<file path="config.mk">
export PLATFORM = sky130hd
export DESIGN_NAME = serport_irq
export DESIGN_NICKNAME = d
export VERILOG_FILES = /design/src/rtl/serport_irq_pkg.sv /design/src/rtl/serport_irq_timer.sv /design/src/rtl/serport_irq_sources.sv /design/src/rtl/serport_irq_regs.sv /design/src/rtl/serport_irq.sv
export SDC_FILE = /design/constraint.sdc
export NUM_CORES = 1
export LEC_CHECK = 0
export ABC_AREA = 1
export BUFFER_PORTS_ARGS = -buffer_cell sky130_fd_sc_hd__buf_2
export CORE_MARGIN = 2
export CORE_UTILIZATION = 48
export DETAILED_ROUTE_END_ITERATION = 8
export PLACE_DENSITY = 0.81
export SLEW_MARGIN = 20
export SYNTH_ARGS = -nofsm -noshare
export SYNTH_HDL_FRONTEND = slang
export SYNTH_HIERARCHICAL = 1
export SYNTH_SLANG_ARGS = --single-unit
export TNS_END_PERCENT = 5
</file>
<file path="constraint.sdc">
create_clock -name clk -period 3 [get_ports clk]
set_clock_uncertainty 0.05 [all_clocks]
set_input_delay 0.45 -clock clk [delete_from_list [all_inputs] [get_ports clk]]
set_output_delay 0.45 -clock clk [all_outputs]
set_load 0.02 [all_outputs]
</file>
<file path="src/rtl/serport_irq_pkg.sv">
package serport_irq_pkg;
  localparam int unsigned NUM_SRC     = 4;
  localparam int unsigned SRC_OVR     = 0;
  localparam int unsigned SRC_TMO     = 1;
  localparam int unsigned SRC_RXH     = 2;
  localparam int unsigned SRC_TXH     = 3;
  localparam int unsigned NUM_STICKY  = 2;
  localparam int unsigned BIT_PERIODS = 32;

  typedef enum logic [1:0] {
    REG_MASK   = 2'd0,
    REG_RAW    = 2'd1,
    REG_MASKED = 2'd2,
    REG_CLEAR  = 2'd3
  } reg_sel_e;
endpackage

</file>
<file path="src/rtl/serport_irq_timer.sv">
module serport_irq_timer
  import serport_irq_pkg::*;
#(
  parameter int CNT_W  = 4,
  parameter int PRE_W  = 8,
  parameter int RATE_W = 8
) (
  input  logic              clk,
  input  logic              rst_n,
  input  logic [CNT_W-1:0]  rx_count,
  input  logic              rx_frame_done,
  input  logic              rx_pop,
  input  logic [PRE_W-1:0]  prescale,
  input  logic [RATE_W-1:0] rate,
  output logic              timeout_hit
);
  localparam int BITS_W = $clog2(BIT_PERIODS);

  logic [PRE_W-1:0]  pre_cnt;
  logic [RATE_W-1:0] rate_cnt;
  logic [BITS_W-1:0] bit_cnt;
  logic [PRE_W:0]    pre_next;
  logic              pre_last, rate_last, bit_tick, restart;

  assign restart   = (rx_count == '0) | rx_pop | rx_frame_done;
  assign pre_next  = {1'b0, pre_cnt} + 1'b1;
  assign pre_last  = pre_next >= {1'b0, prescale};
  assign rate_last = rate_cnt == rate;
  assign bit_tick  = pre_last & rate_last;
  assign timeout_hit = !restart & bit_tick &
                       (bit_cnt == BITS_W'(BIT_PERIODS - 1));

  always_ff @(posedge clk or negedge rst_n) begin
    if (!rst_n) begin
      pre_cnt  <= '0;
      rate_cnt <= '0;
      bit_cnt  <= '0;
    end else if (restart) begin
      pre_cnt  <= '0;
      rate_cnt <= '0;
      bit_cnt  <= '0;
    end else if (pre_last) begin
      pre_cnt <= '0;
      if (rate_last) begin
        rate_cnt <= '0;
        bit_cnt  <= bit_cnt + 1'b1;
      end else begin
        rate_cnt <= rate_cnt + 1'b1;
      end
    end else begin
      pre_cnt <= pre_cnt + 1'b1;
    end
  end


  restart_no_hit_chk: assert property (@(posedge clk) disable iff (!rst_n)
    restart |=> !timeout_hit);


  empty_hold_chk: assert property (@(posedge clk) disable iff (!rst_n)
    (rx_count == '0) |=> (bit_cnt == '0 && rate_cnt == '0 && pre_cnt == '0));
endmodule

</file>
<file path="src/rtl/serport_irq_sources.sv">
module serport_irq_sources
  import serport_irq_pkg::*;
#(
  parameter int DEPTH = 8,
  parameter int CNT_W = 4
) (
  input  logic               clk,
  input  logic               rst_n,
  input  logic [CNT_W-1:0]   rx_count,
  input  logic [CNT_W-1:0]   tx_count,
  input  logic               rx_frame_done,
  input  logic               timeout_hit,
  input  logic [NUM_STICKY-1:0] sticky_clr,
  output logic [NUM_SRC-1:0] raw
);
  localparam logic [CNT_W-1:0] FULL_LVL = CNT_W'(DEPTH);
  localparam logic [CNT_W-1:0] HALF_LVL = CNT_W'(DEPTH / 2);

  logic [NUM_STICKY-1:0] sticky_set, sticky_q;
  logic [CNT_W-1:0]      tx_free;

  assign sticky_set[SRC_OVR] = rx_frame_done & (rx_count == FULL_LVL);
  assign sticky_set[SRC_TMO] = timeout_hit;

  for (genvar i = 0; i < NUM_STICKY; i++) begin : g_sticky
    always_ff @(posedge clk or negedge rst_n) begin
      if (!rst_n) sticky_q[i] <= 1'b0;
      else        sticky_q[i] <= sticky_set[i] | (sticky_q[i] & ~sticky_clr[i]);
    end
  end

  assign tx_free = FULL_LVL - tx_count;

  always_comb begin
    raw          = '0;
    raw[SRC_OVR] = sticky_q[SRC_OVR];
    raw[SRC_TMO] = sticky_q[SRC_TMO];
    raw[SRC_RXH] = rx_count >= HALF_LVL;
    raw[SRC_TXH] = tx_free >= HALF_LVL;
  end


  ovr_set_chk: assert property (@(posedge clk) disable iff (!rst_n)
    (rx_frame_done && rx_count == FULL_LVL) |=> raw[SRC_OVR]);


  sticky_clear_chk: assert property (@(posedge clk) disable iff (!rst_n)
    (sticky_clr[SRC_OVR] && !sticky_set[SRC_OVR]) |=> !raw[SRC_OVR]);


  sticky_hold_chk: assert property (@(posedge clk) disable iff (!rst_n)
    (raw[SRC_TMO] && !sticky_clr[SRC_TMO]) |=> raw[SRC_TMO]);
endmodule

</file>
<file path="src/rtl/serport_irq_regs.sv">
module serport_irq_regs
  import serport_irq_pkg::*;
#(
  parameter int ADDR_W = 4
) (
  input  logic                  clk,
  input  logic                  rst_n,
  input  logic [ADDR_W-1:0]     reg_addr,
  input  logic                  reg_wr,
  input  logic [31:0]           reg_wdata,
  input  logic [NUM_SRC-1:0]    raw,
  output logic [NUM_STICKY-1:0] sticky_clr,
  output logic [31:0]           reg_rdata,
  output logic                  irq
);
  logic [NUM_SRC-1:0] mask_q, masked;
  logic               in_range;
  reg_sel_e           sel;
  logic               wr_mask, wr_clear;

  assign in_range = (reg_addr >> 2) == '0;
  assign sel      = reg_sel_e'(reg_addr[1:0]);
  assign wr_mask  = reg_wr & in_range & (sel == REG_MASK);
  assign wr_clear = reg_wr & in_range & (sel == REG_CLEAR);
  assign sticky_clr = wr_clear ? reg_wdata[NUM_STICKY-1:0] : '0;
  assign masked   = raw & mask_q;

  always_ff @(posedge clk or negedge rst_n) begin
    if (!rst_n) begin
      mask_q <= '0;
      irq    <= 1'b0;
    end else begin
      if (wr_mask) mask_q <= reg_wdata[NUM_SRC-1:0];
      irq <= |masked;
    end
  end

  always_comb begin
    reg_rdata = '0;
    if (in_range) begin
      case (sel)
        REG_MASK:   reg_rdata[NUM_SRC-1:0] = mask_q;
        REG_RAW:    reg_rdata[NUM_SRC-1:0] = raw;
        REG_MASKED: reg_rdata[NUM_SRC-1:0] = masked;
        default:    reg_rdata = '0;
      endcase
    end
  end


  mask_write_chk: assert property (@(posedge clk) disable iff (!rst_n)
    wr_mask |=> (mask_q == $past(reg_wdata[NUM_SRC-1:0])));


  irq_rise_chk: assert property (@(posedge clk) disable iff (!rst_n)
    $rose(irq) |-> $past(|(raw & mask_q)));


  reserved_zero_chk: assert property (@(posedge clk) disable iff (!rst_n)
    reg_rdata[31:NUM_SRC] == '0);
endmodule

</file>
<file path="src/rtl/serport_irq.sv">
module serport_irq
  import serport_irq_pkg::*;
#(
  parameter int DEPTH  = 8,
  parameter int PRE_W  = 8,
  parameter int RATE_W = 8,
  parameter int ADDR_W = 4,
  localparam int CNT_W = $clog2(DEPTH + 1)
) (
  input  logic              clk,
  input  logic              rst_n,
  input  logic [CNT_W-1:0]  rx_count,
  input  logic [CNT_W-1:0]  tx_count,
  input  logic              rx_frame_done,
  input  logic              rx_pop,
  input  logic [PRE_W-1:0]  prescale,
  input  logic [RATE_W-1:0] rate,
  input  logic [ADDR_W-1:0] reg_addr,
  input  logic              reg_wr,
  input  logic [31:0]       reg_wdata,
  output logic [31:0]       reg_rdata,
  output logic              irq
);
  logic                  timeout_hit;
  logic [NUM_SRC-1:0]    raw;
  logic [NUM_STICKY-1:0] sticky_clr;

  serport_irq_timer #(.CNT_W(CNT_W), .PRE_W(PRE_W), .RATE_W(RATE_W)) u_timer (
    .clk(clk), .rst_n(rst_n), .rx_count(rx_count),
    .rx_frame_done(rx_frame_done), .rx_pop(rx_pop),
    .prescale(prescale), .rate(rate), .timeout_hit(timeout_hit)
  );

  serport_irq_sources #(.DEPTH(DEPTH), .CNT_W(CNT_W)) u_src (
    .clk(clk), .rst_n(rst_n), .rx_count(rx_count), .tx_count(tx_count),
    .rx_frame_done(rx_frame_done), .timeout_hit(timeout_hit),
    .sticky_clr(sticky_clr), .raw(raw)
  );

  serport_irq_regs #(.ADDR_W(ADDR_W)) u_regs (
    .clk(clk), .rst_n(rst_n), .reg_addr(reg_addr), .reg_wr(reg_wr),
    .reg_wdata(reg_wdata), .raw(raw), .sticky_clr(sticky_clr),
    .reg_rdata(reg_rdata), .irq(irq)
  );
endmodule

</file>
# Yosys cells after proc, flatten, opt, wreduce, memory -nomap -nowiden

Index checks and enable logic that the tools add are counted.
Widths: inputs -> output; s select.

$add $sub $neg: 5
$mul: 0
Divide/modulo/power cells: 0
$lt $le $gt $ge: 3
Equal/unequal tests: 6
Shift-type cells: 0
Mux-type cells: 11
Bitwise logic cells: 16
Reductions and logical operators: 8

Operator list:

| cell                | number |
|---|---|
| $mux 8              | 5 |
| $add 8x1->8 const B | 2 |
| $mux 5              | 3 |
| $pmux 4 s3          | 1 |
| $add 8x1->9 const B | 1 |
| $and 1x1->1         | 9 |
| $ge 9x8->1          | 1 |
| $eq 8x8->1          | 1 |
| $ge 4x3->1 const B  | 2 |
| $logic_not 4->1     | 2 |
| $add 5x1->5 const B | 1 |
| $eq 5x5->1 const B  | 1 |
| $and 4x4->4         | 1 |
| $eq 2x2->1 const B  | 2 |
| $eq 4x4->1 const B  | 1 |
| $mux 4              | 1 |
| $or 1x1->1          | 4 |
| $reduce_bool 2->1   | 2 |
| $reduce_or 4->1     | 1 |
| $sub 4x4->4 const A | 1 |
| $eq 2x1->1 const B  | 1 |
| $logic_not 2->1     | 1 |
| $mux 2              | 1 |
| $not 1->1           | 2 |
| other kinds (2)     | 2 |

Bits in registers: 28
Latch bits: 0
RAM bits: 0
Memory bits (read-only): 0
Bits of input ports: 65
Output and inout port bits: 33
Logic and storage cells: 56
Memories: 0

# Logic depth before layout (Yosys ltp)

Word-level depth: 7
Mapped depth: 16
Mapped depth without buffers: 16

# Cells and area by module

Netlist, hierarchy kept.

Modules (own cells, without submodules):

| module              | times used | cells each | area each (um^2) | sequential area each (um^2) |
|---|---|---|---|---|
| serport_irq_timer   | 1          | 199        | 1488.9           | 525.5 |
| serport_irq_regs    | 1          | 74         | 596.8            | 125.1 |
| serport_irq_sources | 1          | 24         | 140.1            | 50.0 |

# Least setup slack after synthesis

OpenSTA, ideal clock, no wires.

Path type: register to register
Start point: reg u_timer.pre_cnt[0]
End point: reg u_timer.rate_cnt[6]
Library setup time: 0.117 ns
Arrival time: 2.045 ns
Required time: 2.833 ns
Path slack: 0.789 ns
Stages on the path, launching flop included: 17
Buffers on the path: 1
Clock period less this slack: 2.211 ns
Path through: dfrtp_1 ha_1 nand3_1 xor2_1 inv_1 ha_1 nand2_1 inv_1 nand2_1 nand3_1 nand2_1 nand2_1 nand2_1 nand3_2 buf_4 nand2_1 nand2_1

Cells in the longest elaborated chain, start to end: 3

Ends and longest elaborated chain:

| item                        | RTL line                | RTL |
|---|---|---|
| start: declaration          | serport_irq_timer.sv:19 | `logic [PRE_W-1:0] pre_cnt;` |
| start signal: assignment    | serport_irq_timer.sv:51 | `pre_cnt <= pre_cnt + 1'b1;` |
| $add 8x1->9                 | serport_irq_timer.sv:26 | `assign pre_next = {1'b0, pre_cnt} + 1'b1;` |
| $ge 9x8->1                  | serport_irq_timer.sv:27 | `assign pre_last = pre_next >= {1'b0, prescale};` |
| $reduce_bool 2->1 (no line) | --                      |  |
| end signal: assignment      | serport_irq_timer.sv:48 | `rate_cnt <= rate_cnt + 1'b1;` |
| end: declaration            | serport_irq_timer.sv:20 | `logic [RATE_W-1:0] rate_cnt;` |

No other way between the ends.
A chain may end at the register's enable or synchronous reset.

# Worst setup path in the final report

Start point: reg u_timer.pre_cnt[0]
End point: reg u_src.sticky_q[1], in the netlist u_src/raw[1]

Cells in the longest elaborated chain, start to end: 6

Ends and longest elaborated chain:

| item                           | RTL line                  | RTL |
|---|---|---|
| $add 8x1->9                    | serport_irq_timer.sv:26   |  |
| $ge 9x8->1                     | serport_irq_timer.sv:27   |  |
| $and 1x1->1                    | serport_irq_timer.sv:29   | `assign bit_tick = pre_last & rate_last;` |
| $and 1x1->1 (2 in a row)       | serport_irq_timer.sv:30   | `assign timeout_hit = !restart & bit_tick &` |
| via timeout_hit                | serport_irq.sv:24         | `logic timeout_hit;` |
| $or 1x1->1                     | serport_irq_sources.sv:28 | `else sticky_q[i] <= sticky_set[i] \| (sticky_q[i] & ~sticky_clr[i]);` |
| end signal: indexed assignment | serport_irq_sources.sv:28 |  |
| end: declaration               | serport_irq_sources.sv:19 | `logic [NUM_STICKY-1:0] sticky_set, sticky_q;` |

The timed path passes the listed nets, and every way through them passes these cells.

==> metrics.yaml <==
synth:
  yosys_register_bits: 28
  synth.largest_area_cell: "sky130_fd_sc_hd__dfrtp_1"
  post-synth-top-area-fraction: 0.315
  syn_inst_count: 297
  post_synth_num_cell_types: 36
  yosys-top-cells-area: "sky130_fd_sc_hd__dfrtp_1 31%, sky130_fd_sc_hd__nand2_1 11%, sky130_fd_sc_hd__buf_4 9.8%, sky130_fd_sc_hd__ha_1 6.7%, sky130_fd_sc_hd__inv_1 6.7%"
  post_synth_instance_area_um2: 2230
  syn_avg_cell_area_um2: 7.49
  synth.yosys.seq_area_share: 0.315
  synthesis.yosys.warnings: 6
clocking:
  clk_latency_ns: 0.27
  clk_pin_slew_ns: 0.09
  cts-root-buf: "sky130_fd_sc_hd__clkbuf_8"
  post_cts_resized: 0
  cts-buffers-inserted: 3
  cts_tree: "built"
  post-cts-setup-buffer-count: 0
  clk_path_buf_depth: 2
  postCtsHoldBufs: 0
  cts.sink_count: 28
  cts_htree_levels: 1
final_layout:
  syn_to_final_growth_pct: 8.04
  n_fill_cell: 439
  instances_no_fill: 389
  final_net_count: 416
  n_antenna_cell: 0
  drive_gt1_frac: 0.196
  fin_util: 0.545
critical_path:
  critical-path-top-cell-by-count: "sky130_fd_sc_hd__nand2_1"
  cp_max_fo: 12
  crit_chain: "ha_1, nand3_1, xor2_1, inv_1, ha_1, nand2_1, nor2_1, nand2_1, nand3_1, nand2_1, nand2_1, nand2_1, nand2_1, and3_1, o21bai_1"
  critical_path_required_ns: 3.11
  crit-reg2reg-launch: "u_timer/pre_cnt[0]"
  critPathArrivalTime_ns: 2.70
  setup.worst_path.start_class: "register"
  crit_path_max_incr_delay_ns: 0.42
  crit_path_start: "u_timer/pre_cnt[0]"
  timing.setup.critical_path_class: "register to register"
  setup.worst_path.end_class: "register"
  crit_slowest_cell: "sky130_fd_sc_hd__dfrtp_1"
global_routing:
  grt_util_all_layers: 0.168
  grt.overflow.total: 0
  grt_antenna_before_repair: 0
  grt_pass1_vias: 1728
  largest_net_degree_at_the_start_of_global_routing: 29
  first_pass_grt_wire_length_um: 7070
timing:
  period_share: 0.862
  max_freq_mhz: 387
  setup-violations-final: 0
  finalHoldViolCount: 0
  grt_setup_unrepaired: "no"
  timing.setup.tns_ns: 0
  timing.slew.headroom: 0.586
  timing.final.max_slew_violations: 0
  timing_worst_slew_pin_value_ns: 0.621
  period_needed_ns: 2.59
power:
  power.share.switching: 0.311
  leakage_nw: 1.39
  power.density_cell_area_nw_per_um2: 330
  clkPwrFrac: 0.250
  peakVddDrop_v: 0.000181
  fraction_of_power_consumed_by_combinational_cells: 0.225
  power.switching_uw: 247
  sequentialPowerShare: 0.525
  cell_internal_pwr_uw: 547
routing:
  post_dr_wirelength_cell_um: 10.3
  drt_iter0_drc: 38
  first_pass_iters: 4
  wl_um: 4000
  routed_via_density: 4.74
  route.vias.total: 1843
  route.detailed.drc: 0
  number_of_nets_with_antenna_violations_after_detailed_routing: 0
worst_hold_path:
  hp-class: "input pin to asynchronous set/reset pin"
job:
  cap_viol_max_count: 0
floorplan:
  placement_rows: 24
  die_y_um: 72.1
  start_util: 0.504
  die_area_um2: 5200
  die_w_um: 72.1
  num_io_pins: 98
  placeableCoreArea_um2: 4410
outcome:
  run_status: "completed"
placed_design:
  gp_routability_congestion: 0.791
  place.port_buffers: 41
  dp.cells: 386
  place_hpwl_um: 3240
==> final timing paths <==
kind	cells after the start	endpoint	slack (ns)
setup / recovery	15	u_src/raw[1]	0.41
hold / removal	1	u_regs/irq	0.14
setup reg to reg	15	u_src/raw[1]	0.41
hold reg to reg	1	u_timer/pre_cnt[0]	0.44
max in group asynchronous	1	u_regs/mask_q[2]	2.36
min in group clk	3	u_regs/mask_q[2]	0.38
==> per-stage QoR <==
step	cell area, um2	worst slack [ns]	total power [mW]	hold slack, ns
2_1_floorplan	2330	0.789	0.569	0.104
3_3_place_gp	2360	0.444	0.597	0.407
3_5_place_dp	2360	0.394	0.605	0.418
4_1_cts	2400	0.393	0.807	0.159
5_1_grt	2400	0.175	0.843	0.193
6_report	2400	0.413	0.794	0.136
==> Yosys cell counts <==
cell type	n
sky130_fd_sc_hd__or2_1	1
sky130_fd_sc_hd__nand4_2	1
sky130_fd_sc_hd__dfrtp_1	28
sky130_fd_sc_hd__buf_4	29
sky130_fd_sc_hd__nand3_1	17
sky130_fd_sc_hd__o21bai_1	1
sky130_fd_sc_hd__o21ai_1	5
sky130_fd_sc_hd__xnor2_1	4
sky130_fd_sc_hd__buf_6	1
sky130_fd_sc_hd__xor2_1	12
sky130_fd_sc_hd__nand3b_1	3
sky130_fd_sc_hd__nor2_4	2
sky130_fd_sc_hd__inv_1	40
sky130_fd_sc_hd__nor2_8	2
sky130_fd_sc_hd__nand2_2	2
sky130_fd_sc_hd__o21ai_0	1
sky130_fd_sc_hd__or2_2	1
sky130_fd_sc_hd__inv_2	3
sky130_fd_sc_hd__nand4_1	6
sky130_fd_sc_hd__a21oi_2	1
sky130_fd_sc_hd__buf_2	1
sky130_fd_sc_hd__a21oi_1	3
sky130_fd_sc_hd__or2_0	1
sky130_fd_sc_hd__nor3_1	1
sky130_fd_sc_hd__nor2_1	39
sky130_fd_sc_hd__and3_1	1
sky130_fd_sc_hd__nand3_2	3
sky130_fd_sc_hd__ha_1	12
sky130_fd_sc_hd__nand2b_1	1
sky130_fd_sc_hd__conb_1	1
sky130_fd_sc_hd__nor2_2	1
sky130_fd_sc_hd__a31oi_1	1
sky130_fd_sc_hd__nand3_4	1
sky130_fd_sc_hd__nand2_1	66
sky130_fd_sc_hd__nor3_2	4
sky130_fd_sc_hd__nand2_4	1
==> routing by layer <==
layer  GRT usage  wire [um]
met1       0.194       1640
met2       0.320       2090
met3      0.0208        240
met4      0.0503         29
met5           0          0
==> cells in the final DEF, fill, tap and decap left out, drive strengths merged <==
master  netlist  final
a21oi         4      4
a31oi         1      1
and3          1      1
buf          31     41
clkbuf        0      3
conb          1     28
dfrtp        28     28
ha           12     12
inv          43     43
nand2        69     69
nand2b        1      1
nand3        21     21
nand3b        3      3
nand4         7      7
nor2         44     44
nor3          5      5
o21ai         6      6
o21bai        1      1
or2           3      3
xnor2         4      4
xor2         12     12
==> cells by family after synthesis <==
group / share of synthesized area
flops: 0.315
buf+inv: 0.178
compound gates: 0.0304
xor+xnor: 0.0630
simple gates: 0.345
fa+ha+maj: 0.0675
other cells: 0.00168
==> state kept, by name (all words and copies together) (netlist names) <==
register / flops
u_regs/irq: 1
u_regs/mask_q: 4
u_src/raw: 2
u_timer/bit_cnt: 5
u_timer/pre_cnt: 8
u_timer/rate_cnt: 8
==> critical path, delay by kind of cell, from the launching register on <==
| family | cells | cell delay (ns) |
|---|---|---|
| AOI/OAI and AO/OA | 1 | 0.14 |
| xor gates and xnor gates | 1 | 0.19 |
| adders and majority gates | 2 | 0.51 |
| buffers and inverters | 1 | 0.06 |
| DFF | 1 | 0.42 |
| and+or+nand+nor | 10 | 1.09 |
==> area by class of cell <==
cell class                 count  area (um2)  share of cell area
clock buffer                   3        41.3              0.0172
inverter                      43         161              0.0671
multi-input combinational    222        1230               0.512
sequential                    28         701               0.291
tap                           52        65.1              0.0271
timing repair buffer          41         205              0.0853
==> power groups by stage <==
stage / Combinational (mW) / Clock, mW / Sequential, mW
6_report: 0.178 / 0.199 / 0.417
2_1_floorplan: 0.143 / 0 / 0.426
3_3_place_gp: 0.174 / 0 / 0.423
5_1_grt: 0.201 / 0.223 / 0.419
3_5_place_dp: 0.181 / 0 / 0.425
4_1_cts: 0.181 / 0.209 / 0.417
(Power assumes the default switching activity.)
